===== src/rtl/evt_pkg.sv =====
package evt_pkg;

    localparam int ADDR_W = 10;
    localparam int IDX_W  = ADDR_W - 5;

    localparam logic [63:0] GCFG_WMASK = 64'h0000_0000_0000_0003;
    localparam logic [63:0] TCFG_WMASK = 64'h0000_0000_0000_7F4E;
    localparam logic [63:0] FULL_WMASK = '1;

    typedef enum logic [2:0] {
        SEL_NONE,
        SEL_IDENT,
        SEL_GCTL,
        SEL_STAT,
        SEL_COUNT,
        SEL_TCTL,
        SEL_TCMP,
        SEL_TROUTE
    } reg_sel_e;

    typedef struct packed {
        reg_sel_e           sel;
        logic [IDX_W-1:0]   tidx;
        logic               hi;
        logic [63:0]        fmask;
    } acc_dec_t;

    // Bit field touched by a write: starts at the half's shift,
    // length limited by the access size and the top of the register.
    function automatic logic [63:0] field_mask(input logic hi, input logic [2:0] size);
        logic [6:0]  len;
        logic [6:0]  room;
        logic [63:0] ones;
        len  = {1'b0, size, 3'b000};
        room = hi ? 7'd32 : 7'd64;
        if (len > room) len = room;
        if (len >= 7'd64) ones = '1;
        else              ones = (64'd1 << len) - 64'd1;
        return hi ? (ones << 32) : ones;
    endfunction

    function automatic logic [63:0] merge_field(input logic [63:0] old_v,
                                                input logic [63:0] new_v,
                                                input logic [63:0] fmask,
                                                input logic [63:0] wmask);
        logic [63:0] m;
        m = fmask & wmask;
        return (old_v & ~m) | (new_v & m);
    endfunction

endpackage


===== src/rtl/evt_addr_decode.sv =====
module evt_addr_decode
    import evt_pkg::*;
#(
    parameter int N = 3
) (
    input  logic [ADDR_W-1:0] addr,
    input  logic [2:0]        size,
    output acc_dec_t          dec
);
    logic [ADDR_W-1:0] base_addr;
    logic [ADDR_W-1:0] slot_off;
    logic [IDX_W-1:0]  idx;

    always_comb begin
        base_addr    = addr;
        base_addr[2] = 1'b0;
        slot_off     = base_addr - ADDR_W'(10'h100);
        idx          = slot_off[ADDR_W-1:5];

        dec.hi    = addr[2];
        dec.fmask = field_mask(addr[2], size);
        dec.tidx  = '0;
        dec.sel   = SEL_NONE;

        if (base_addr[ADDR_W-1:8] == '0) begin
            case (base_addr[7:0])
                8'h00:   dec.sel = SEL_IDENT;
                8'h10:   dec.sel = SEL_GCTL;
                8'h20:   dec.sel = SEL_STAT;
                8'hF0:   dec.sel = SEL_COUNT;
                default: dec.sel = SEL_NONE;
            endcase
        end else if (int'(idx) < N) begin
            dec.tidx = idx;
            case (slot_off[4:0])
                5'h00:   dec.sel = SEL_TCTL;
                5'h08:   dec.sel = SEL_TCMP;
                5'h10:   dec.sel = SEL_TROUTE;
                default: dec.sel = SEL_NONE;
            endcase
        end
    end

endmodule


===== src/rtl/evt_main_counter.sv =====
module evt_main_counter
    import evt_pkg::*;
(
    input  logic        clk,
    input  logic        rst_n,
    input  logic        run,
    input  logic        wr,
    input  logic [63:0] wval,
    input  logic [63:0] fmask,
    output logic [63:0] count
);
    logic [63:0] cnt_d;
    logic [63:0] cnt_q;

    always_comb begin
        cnt_d = cnt_q;
        if (run)     cnt_d = cnt_q + 64'd1;
        else if (wr) cnt_d = merge_field(cnt_q, wval, fmask, FULL_WMASK);
    end

    always_ff @(posedge clk or negedge rst_n) begin
        if (!rst_n) cnt_q <= '0;
        else        cnt_q <= cnt_d;
    end

    assign count = cnt_q;

endmodule


===== src/rtl/evt_timer_slot.sv =====
module evt_timer_slot
    import evt_pkg::*;
#(
    parameter logic [31:0] ROUTE_CAP = 32'h0000_00F0
) (
    input  logic        clk,
    input  logic        rst_n,
    input  logic        wr_ctl,
    input  logic        wr_cmp,
    input  logic        wr_route,
    input  logic [63:0] wval,
    input  logic [63:0] fmask,
    output logic [63:0] ctl,
    output logic [63:0] cmp,
    output logic [63:0] route
);
    localparam logic [63:0] CTL_FIXED = {ROUTE_CAP, 32'h0000_0030};

    typedef struct packed {
        logic [63:0] ctl;
        logic [63:0] cmp;
        logic [63:0] route;
    } slot_t;

    slot_t slot_d;
    slot_t slot_q;

    always_comb begin
        slot_d = slot_q;
        if (wr_ctl)
            slot_d.ctl = (merge_field(slot_q.ctl, wval, fmask, TCFG_WMASK) & TCFG_WMASK)
                         | CTL_FIXED;
        if (wr_cmp)
            slot_d.cmp = merge_field(slot_q.cmp, wval, fmask, FULL_WMASK);
        if (wr_route)
            slot_d.route = merge_field(slot_q.route, wval, fmask, FULL_WMASK);
    end

    always_ff @(posedge clk or negedge rst_n) begin
        if (!rst_n) begin
            slot_q.ctl   <= CTL_FIXED;
            slot_q.cmp   <= '0;
            slot_q.route <= '0;
        end else begin
            slot_q <= slot_d;
        end
    end

    assign ctl   = slot_q.ctl;
    assign cmp   = slot_q.cmp;
    assign route = slot_q.route;

endmodule


===== src/rtl/evt_timer_regs.sv =====
module evt_timer_regs
    import evt_pkg::*;
#(
    parameter int          N         = 3,
    parameter logic [31:0] TICK_FS   = 32'd10_000_000,
    parameter logic [31:0] ROUTE_CAP = 32'h0000_00F0
) (
    input  logic                clk,
    input  logic                rst_n,
    input  logic [ADDR_W-1:0]   bus_addr,
    input  logic                bus_rd,
    input  logic                bus_wr,
    input  logic [2:0]          bus_size,
    input  logic [31:0]         bus_wdata,
    input  logic [N-1:0]        tmr_hit,
    output logic [31:0]         bus_rdata,
    output logic                tmr_run,
    output logic                tmr_legacy,
    output logic [63:0]         main_count,
    output logic [64*N-1:0]     tmr_cfg_flat,
    output logic [64*N-1:0]     tmr_cmp_flat,
    output logic [64*N-1:0]     tmr_route_flat
);
    localparam logic [63:0] IDENT_VAL = {TICK_FS, 32'h0000_0001};
    localparam logic [63:0] STAT_MASK = (64'd1 << N) - 64'd1;

    typedef struct packed {
        logic [63:0] gctl;
        logic [63:0] stat;
        logic [31:0] rdata;
    } top_t;

    top_t st_d;
    top_t st_q;

    acc_dec_t    dec;
    logic [63:0] wval;
    logic [63:0] count_w;
    logic [63:0] ctl_w   [N];
    logic [63:0] cmp_w   [N];
    logic [63:0] route_w [N];
    logic [63:0] rd64;
    logic [63:0] clr_bits;

    evt_addr_decode #(.N(N)) u_dec (
        .addr (bus_addr),
        .size (bus_size),
        .dec  (dec)
    );

    assign wval = dec.hi ? {bus_wdata, 32'h0} : {32'h0, bus_wdata};

    evt_main_counter u_cnt (
        .clk   (clk),
        .rst_n (rst_n),
        .run   (st_q.gctl[0]),
        .wr    (bus_wr && (dec.sel == SEL_COUNT)),
        .wval  (wval),
        .fmask (dec.fmask),
        .count (count_w)
    );

    for (genvar i = 0; i < N; i++) begin : g_slot
        logic hit_me;
        assign hit_me = bus_wr && (int'(dec.tidx) == i);

        evt_timer_slot #(.ROUTE_CAP(ROUTE_CAP)) u_slot (
            .clk      (clk),
            .rst_n    (rst_n),
            .wr_ctl   (hit_me && (dec.sel == SEL_TCTL)),
            .wr_cmp   (hit_me && (dec.sel == SEL_TCMP)),
            .wr_route (hit_me && (dec.sel == SEL_TROUTE)),
            .wval     (wval),
            .fmask    (dec.fmask),
            .ctl      (ctl_w[i]),
            .cmp      (cmp_w[i]),
            .route    (route_w[i])
        );

        assign tmr_cfg_flat[64*i +: 64]   = ctl_w[i];
        assign tmr_cmp_flat[64*i +: 64]   = cmp_w[i];
        assign tmr_route_flat[64*i +: 64] = route_w[i];
    end

    always_comb begin
        rd64 = '0;
        case (dec.sel)
            SEL_IDENT: rd64 = IDENT_VAL;
            SEL_GCTL:  rd64 = st_q.gctl;
            SEL_STAT:  rd64 = st_q.stat;
            SEL_COUNT: rd64 = count_w;
            SEL_TCTL, SEL_TCMP, SEL_TROUTE: begin
                for (int i = 0; i < N; i++) begin
                    if (int'(dec.tidx) == i) begin
                        if (dec.sel == SEL_TCTL)      rd64 = ctl_w[i];
                        else if (dec.sel == SEL_TCMP) rd64 = cmp_w[i];
                        else                          rd64 = route_w[i];
                    end
                end
            end
            default:   rd64 = '0;
        endcase
    end

    always_comb begin
        st_d = st_q;

        if (bus_wr && (dec.sel == SEL_GCTL))
            st_d.gctl = merge_field(st_q.gctl, wval, dec.fmask, GCFG_WMASK) & GCFG_WMASK;

        clr_bits = '0;
        if (bus_wr && (dec.sel == SEL_STAT))
            clr_bits = wval & dec.fmask & STAT_MASK;
        st_d.stat = ((st_q.stat & ~clr_bits) | {{(64-N){1'b0}}, tmr_hit}) & STAT_MASK;

        if (bus_rd)
            st_d.rdata = dec.hi ? rd64[63:32] : rd64[31:0];
    end

    always_ff @(posedge clk or negedge rst_n) begin
        if (!rst_n) st_q <= '0;
        else        st_q <= st_d;
    end

    assign bus_rdata  = st_q.rdata;
    assign tmr_run    = st_q.gctl[0];
    assign tmr_legacy = st_q.gctl[1];
    assign main_count = count_w;

endmodule


===== config.mk =====
export PLATFORM = sky130hd
export DESIGN_NAME = evt_timer_regs
export DESIGN_NICKNAME = d
export VERILOG_FILES = /design/src/rtl/evt_pkg.sv /design/src/rtl/evt_addr_decode.sv /design/src/rtl/evt_main_counter.sv /design/src/rtl/evt_timer_slot.sv /design/src/rtl/evt_timer_regs.sv
export SDC_FILE = /design/constraint.sdc
export NUM_CORES = 1
export LEC_CHECK = 0
export BUFFER_PORTS_ARGS = -buffer_cell sky130_fd_sc_hd__buf_2
export CORE_AREA = 2 2 283 285
export CTS_BUF_LIST = sky130_fd_sc_hd__clkbuf_4 sky130_fd_sc_hd__clkbuf_8 sky130_fd_sc_hd__clkbuf_16
export CTS_CLUSTER_SIZE = 20
export DETAILED_ROUTE_END_ITERATION = 10
export DIE_AREA = 0 0 285 287
export PLACE_DENSITY = 0.66
export SKIP_LAST_GASP = 1
export SLEW_MARGIN = 20
export SYNTH_ARGS = -nofsm -noshare
export SYNTH_HDL_FRONTEND = slang
export SYNTH_HIERARCHICAL = 1
export SYNTH_SLANG_ARGS = --single-unit

===== constraint.sdc =====
create_clock -name clk -period 3.1 [get_ports clk]
set_clock_uncertainty 0.15 [all_clocks]
set_input_delay 0.62 -clock clk [delete_from_list [all_inputs] [get_ports clk]]
set_output_delay 0.62 -clock clk [all_outputs]
set_load 0.03 [all_outputs]

### Word-level counts from Yosys, hierarchy flattened

Index checks and enable logic that the tools add are counted.

* reduce and logical (&&, ||, !) cells: 21
* add/sub/neg operators: 3
* bitwise operators: 31
* order comparisons: 3
* shift-type cells: 1
* muxes and demuxes: 24
* eq/ne operators: 14

Operator list (count)
* $mux 64: 14
* $and 64x64->64: 8
* $or 64x64->64: 7
* $pmux 64 s5: 1
* $add 64x1->64 const B: 1
* $not 64->64: 1
* $shl 1x7->64 const A: 1
* $sub 64x1->64 const B: 1
* $and 15x15->15: 4
* $or 15x15->15: 3
* $mux 32: 1
* $logic_and 1x1->1: 15
* $not 15->15: 1
* $mux 7: 2
* $eq 3x3->1 const B: 4
* $pmux 3 s4: 1
* $logic_not 5->1: 2
* $sub 10x9->10 const B: 1
* $pmux 3 s3: 1
* $mux 8: 1
* $eq 7x4->1 const B: 1
* $eq 7x5->1 const B: 1
* $eq 7x7->1 const B: 1
* $ge 7x7->1 const B: 1
* other kinds (20): 23

* flip-flop bits (word level): 518
* output and inout port bits: 674

### Depth between registers and ports, before layout

Gate-level depths: netlist of run 1.

* depth after elaboration: 13
* mapped depth: 15
* mapped depth without buffers: 11

### Hierarchy

Netlist of run 1, hierarchy kept.

By module, submodules not included
* evt_timer_slot: times used 3, area each 6388.6 um^2, cells an instance 487
* evt_timer_regs: times used 1, area each 9283.9 um^2, cells an instance 1372
* evt_main_counter: times used 1, area each 4719.5 um^2, cells an instance 550
* evt_addr_decode: times used 1, area each 844.6 um^2, cells an instance 118

### Worst setup path after synthesis of run 1

No wires, ideal clock.

* path kind: in2reg
* start point: in bus_addr[9]
* end point: reg with a tool-made name
* setup time: 0.141 ns
* path buffers: 4
* setup slack: -0.549 ns
* cell stages on the path: 14
* required time: 2.809 ns
* arrival: 3.357 ns
* cell sequence: inv_1 > ha_1 > nor2b_1 > nand2_1 > a21oi_1 > buf_4 > nor3b_4 > clkbuf_1 > and2_1 > clkbuf_1 > clkbuf_1 > a21oi_1 > a311oi_1 > a31oi_1

RTL lines
* start, declared: RTL line evt_timer_regs.sv:10 `input logic [ADDR_W-1:0] bus_addr,`

==> results.toml, run 1 <==
[drt]
routed_wl_um = 173700
drc = 0
wire_per_inst_um = 32.42
via_per_inst = 6.458
first_pass_iters = 8
antenna_left = 0
drtIter0Drc = 4478
num_vias = 34600

[clocking]
clkTransAtPathRegs_ns = 0.06
clk_latency_ns = 0.65
cts_root_buffer = "clkbuf_16"
cts_sinks = 518
cts_max_level = 2
cts_tree = "yes"
cts_made_buffers = 60
cts_buffer_depth = 3

[worst_setup_path]
critPathMaxFanout = 22
critPathKind = "input pin to flip-flop"
reg2reg_depth = 5
path_cells = "buf_2 -> inv_2 -> ha_4 -> nor3b_4 -> buf_4 -> o21ai_0 -> a211oi_4 -> buf_12 -> and3b_2 -> buf_4 -> nand2_4 -> nor2_4 -> buf_12 -> nand2_1 -> mux2_4"
critPathLaunchType = "input pin"
worst-path-buf-inv = 6
cp_num_cells = 15
cp.arrival_ns = 3.50
rrSetupSlack_ns = 0.28
end_kind = "flip-flop"
slowest_delay_ns = 0.34
cpLargestDelayFamily = "simple AND/OR/NAND/NOR gates"
crit_slowest_cell = "and3b_2"
crit_required_ns = 3.48

[logic_synthesis]
synth_area_leaders = "dfrtp_1 (38%), mux2_4 (8.2%), nand2_1 (6.1%)"
synth-seq-cells = 518
ys.flop_type = "dfrtp_1"
ys_seq_area_frac = 0.3811
syn-mean-instance-area_um2 = 9.715
ys_types = 89
yosysTopAreaCellShare = 0.3811
syn_inst = 3501
ys.warnings.count = 6
async_reset_ff_frac = 1.000
synth-edff-count = 0
syn_area_um2 = 34010
synth_top_area_cell = "dfrtp_1"

[power]
power_density_nw_per_um2 = 496.8
peakVddDrop_mv = 0.4900
pwr-share-seq = 0.371
pwr-share-clk = 0.359
pwr-share-comb = 0.270
swShare = 0.3717
switchingPower_mw = 7.870
leakagePower_nw = 20.44
p_int_mw = 13.31

[final_layout]
nets = 4301
fin_util = 0.5422
drive_gt1_frac = 0.3579
area_growth_pct = 25.32

[run]
cap_violations = 0

[sta]
setup-violations-final = 20
tightest_slew_ns = 1.121
maxSlewHeadroom = 0.2509
fmax_mhz = 320.4
rsz0062_at_grt = "yes"
fin_hold_ws_ns = 0.07165
finalCritPeriodShare = 1.007
fin_setup_tns_ns = -0.1857
fin_crit_ns = 3.121
slew_viol_final = 0
hold_viol = 0
layout_setup_ws_ns = -0.02079

[global_routing]
grt_pass1_wl_um = 243500
overflow = 0
first_global_vias = 33010
grtUsageTotal = 0.4080
grt_max_degree = 89
antenna_found_initial = 20

[hold_path]
whs_path_depth = 2
min_to = "st_q[32]$_DFF_PN0_"
min_from = "tmr_hit[0]"
hold_class = "input pin to flip-flop"

[status]
violations = "setup timing"
outcome = "finished with violations"

[placement]
dp_hpwl_um = 130800
gp_congestion = 0.9956
port_buffers = 566

[die]
rows = 103
initial_core_util = 0.4327
die-area_um2 = 81800
core-area_um2 = 78610
die_h_um = 287
num_io_pins = 726
die_w_um = 285
-- kinds of logic (layout without fill, tap and decap cells) --
kind of cell,Yosys count,in the layout,synth area share
and+or+nand+nor,984,984,0.1347
AOI/OAI and AO/OA,949,949,0.1945
buffers and inverters,542,1183,0.1052
DFF,518,518,0.3811
muxes,457,457,0.1718
xor gates and xnor gates,39,39,0.01004
other,7,172,0.0007726
adders and majority gates,5,5,0.001802
-- synth_stat cells (all sizes together) (44+ instances only) --
master / n
mux2: 437
nand4: 44
a21boi: 47
a21oi: 149
nor2b: 53
nand3: 55
a31oi: 53
o22ai: 99
o21ai: 155
clkbuf: 91
o211ai: 57
buf: 413
nand2: 555
nor2: 107
a221oi: 62
a311oi: 59
dfrtp: 518
o221ai: 103
-- routing by layer --
metal	routed length, um	GRT usage	vias to the layer above
met5	124	0	-
met2	76140	0.6219	2431
li1	-	-	14110
met4	11530	0.2259	18
met3	19330	0.1110	645
met1	66540	0.5255	17400
-- timing repair --
action / in CTS / in global routing
hold buffers: 3 / 0
setup endpoints to repair: 3 / 46
pin swaps: 0 / 11
gates cloned: 0 / 1
endpoints found under the hold margin: 48 / 0
gates resized for setup: 3 / 50
buffers inserted: 0 / 7
-- power by group through the flow --
stage          combinational [mW]  clock (mW)  sequential (mW)
2_1_floorplan                2.28           0             8.63
3_3_place_gp                 5.41           0             7.93
3_5_place_dp                 5.45           0             7.95
4_1_cts                      5.47        7.61             7.83
5_1_grt                      5.92        7.90             7.90
6_report                     5.71        7.61             7.86
-- worst max-delay path by stage --
stage,startpoint,end,slack (ns)
floorplan,bus_addr[9],flip-flop,0.02
global placement,bus_addr[8],bus_rdata[2]$_DFFE_PN0P_,-0.74
detailed placement,bus_addr[8],bus_rdata[2]$_DFFE_PN0P_,-0.76
CTS,bus_addr[8],bus_rdata[31]$_DFFE_PN0P_,0.02
global route,bus_addr[8],bus_rdata[31]$_DFFE_PN0P_,-0.11
finish,bus_addr[8],flip-flop,-0.02
-- stage by stage --
step	worst slack [ns]	std cells	power (mW)	instance area, um^2
2_1_floorplan	0.01886	3654	10.90	34830
3_3_place_gp	-0.7383	5222	13.34	40220
3_5_place_dp	-0.7626	5222	13.40	40220
4_1_cts	0.02045	5337	20.91	42330
5_1_grt	-0.1063	5349	21.73	42610
6_report	-0.02079	5357	21.18	42630
-- final cells by class --
cell class / instances / area (um^2)
clock buffers: 85 / 1794
diodes: 12 / 30.03
multi-input cells: 2594 / 18500
clock inverters: 27 / 281.5
well taps: 1050 / 1314
repair buffers: 1033 / 7594
fillers: 7319 / 35990
flip-flops and latches: 518 / 12970
inverters: 38 / 150.1
-- cell usage in the layout, fill, tap and decap left out, types with 21 or more instances in the layout --
cell       synthesis  layout
o21ai_1           14      25
a31oi_1           53      53
a21oi_1          148     146
nand2_2            0      35
nand4_1           42      42
and3_1            25      23
a22oi_1           33      32
a221oi_1          62      58
mux2_1           174     174
nor3_1            26      25
nor2_1           103      93
nor2b_1           53      46
clkbuf_16          0      62
buf_12             0      93
a21boi_0          47      47
inv_1             35      32
xnor2_1           21      21
buf_4            260     363
buf_2             95     564
nand2_1          555     517
o21ai_0          141     129
dfrtp_1          518     517
o211ai_1          57      57
o22ai_1           99      96
mux2_4           186     186
o221ai_1         103     100
and2_1            40      36
nand3_1           55      55
conb_1             7     160
mux2_2            77      77
a311oi_1          59      59
Note: power is estimated with default switching activity, not from simulation.
==> run 2, diff against run 1 <==
==> constraint.sdc (replaced) <==
create_clock -name clk -period 3.1 [get_ports clk]
set_clock_uncertainty 0.15 [all_clocks]
set_input_delay 0 -clock clk [delete_from_list [all_inputs] [get_ports clk]]
set_output_delay 0 -clock clk [all_outputs]
set_load 0.03 [all_outputs]
==> run 2 against run 1 <==
  * The run now ends clean
  * Final cell count is 2.7% lower
  * Power is 1.1% lower
  * Maximum frequency is 7.2% higher
  * Sequential share of layout area is 1.3 points higher
  * Count of clock-buffer cells in the layout is 4 higher
==> results.toml, run 2 (synthesized netlist as in run 1, its figures left out) <==
[status]
outcome = "completed"

[sta]
hold_viol = 0
fmax_mhz = 343.4
slew_viol_final = 0
finalCritPeriodShare = 0.9394
tightest_slew_ns = 1.139
maxSlewHeadroom = 0.2393
fin_setup_tns_ns = 0
fin_crit_ns = 2.912
setup-violations-final = 0
rsz0062_at_grt = "no"

[final_layout]
fin_util = 0.5208
final_cell_mix = "buf_2 (564), nand2_1 (554), dfrtp_1 (517)"
multiInputGateArea_um2 = 18210
layout_commonest_cell = "buf_2"
layout.cells.non_filler = 5214
register_area_um2 = 12970
finalInstanceArea_um2 = 40940
final.fill_count = 7482
area_growth_pct = 20.37
nets = 4159
drive_gt1_frac = 0.3079

[clocking]
post_cts_buffers = 0
cts_root_buffer = "clkbuf_16"
cts_tree = "yes"
cts_made_buffers = 60
clk_latency_ns = 0.66
cts_max_level = 2
cts_sinks = 518
postCtsHoldBufs = 52
cts_buffer_depth = 3
ctsResizeCount = 0
clkTransAtPathRegs_ns = 0.06

[placement]
dp_hpwl_um = 125300
placed_area_um2 = 38340
gp_congestion = 0.9899
place_inst = 5039
port_buffers = 566

[drt]
first_pass_iters = 6
drc = 0
routed_wl_um = 173100
wire_per_inst_um = 33.19
num_vias = 34400
antenna_left = 0
drtIter0Drc = 5242
via_per_inst = 6.597

[power]
p_total_mw = 20.94
leakagePower_nw = 19.48
peakVddDrop_mv = 0.3825
power_density_nw_per_um2 = 511.6

[global_routing]
first_global_vias = 32480
grtUsageTotal = 0.4048
antenna_found_initial = 18
grt_max_degree = 121
grt_pass1_wl_um = 241700
overflow = 0

[run]
cap_violations = 0

[die]
core-area_um2 = 78610
num_io_pins = 726
initial_core_util = 0.4327
die_h_um = 287
die_w_um = 285
rows = 103
die-area_um2 = 81800

[worst_setup_path]
crit_required_ns = 3.49
critPathLaunchType = "input pin"
rrSetupSlack_ns = 0.27
cp.arrival_ns = 3.30
end_kind = "flip-flop"
critPathKind = "input pin to flip-flop"
critPathMaxFanout = 14
reg2reg_depth = 7

[hold_path]
min_from = "bus_size[0]"
hold_class = "input pin to flip-flop"
whs_path_depth = 7
run 2: changes by cell type in the layout (fill, tap and decap cells not counted), sizes merged:
cell	previous run	this run
buf	1029	840
dlygate4sd3	3	51
clkinv	17	12
clkbuf	86	89
clkinvlp	4	3
diode	12	13
run 2: layer usage:
layer | track usage | part of all wire
met1 | 0.5205 | 0.38
met2 | 0.6158 | 0.44
met3 | 0.1116 | 0.12
met4 | 0.2266 | 0.069
met5 | 0 | 0.00038
run 2: worst max path at each step:
| stage | from | endpoint | slack, ns | cells past startpoint |
|---|---|---|---|---|
| after CTS | bus_size[1] | flip-flop | 0.32 | 9 |
| final | bus_addr[8] | bus_rdata[18]$_DFFE_PN0P_ | 0.19 | 16 |
| after detailed placement | bus_addr[8] | bus_rdata[3]$_DFFE_PN0P_ | -0.30 | 15 |
| after floorplan | bus_addr[9] | flip-flop | 0.07 | 14 |
| after global routing | bus_addr[9] | bus_rdata[3]$_DFFE_PN0P_ | 0.04 | 15 |
| after global placement | bus_addr[9] | bus_rdata[12]$_DFFE_PN0P_ | -0.28 | 14 |
run 2: cell type report:
type                            instances  share of cell area
Timing Repair Buffer                  891              0.1524
Multi-Input combinational cell       2594              0.4446
Inverter                               38            0.003545
Sequential cell                       518              0.3167
Antenna cell                           13           0.0007945
Tap cell                             1050             0.03209
Clock inverter                         21            0.006356
Clock buffer                           89             0.04352
run 2: per-stage QoR:
stage          hold slack, ns  setup slack [ns]
6_report               0.1277            0.1878
5_1_grt                0.1636           0.04321
4_1_cts               0.06203            0.3198
3_5_place_dp          -0.2488           -0.3049
3_3_place_gp          -0.2466           -0.2753
2_1_floorplan         -0.4456           0.07123
run 2: critical path, cell delays in order:
cell and delay [ns]:
buf_2 0.11, inv_1 0.05, ha_1 0.23, a21oi_2 0.18, nand2_1 0.18, buf_4 0.19, a21oi_4 0.28, buf_4 0.24
inv_2 0.25, nor2_1 0.30, buf_4 0.23, o221ai_1 0.14, o22ai_1 0.36, o221ai_1 0.25, buf_4 0.22, o2111ai_1 0.07
run 2: report_power, final:
group          total (mW)  switching (mW)  internal (mW)
sequential           8.02           0.881           7.14
combinational        5.37            3.79           1.58
clock                7.56            3.18           4.38
total                20.9            7.85           13.1
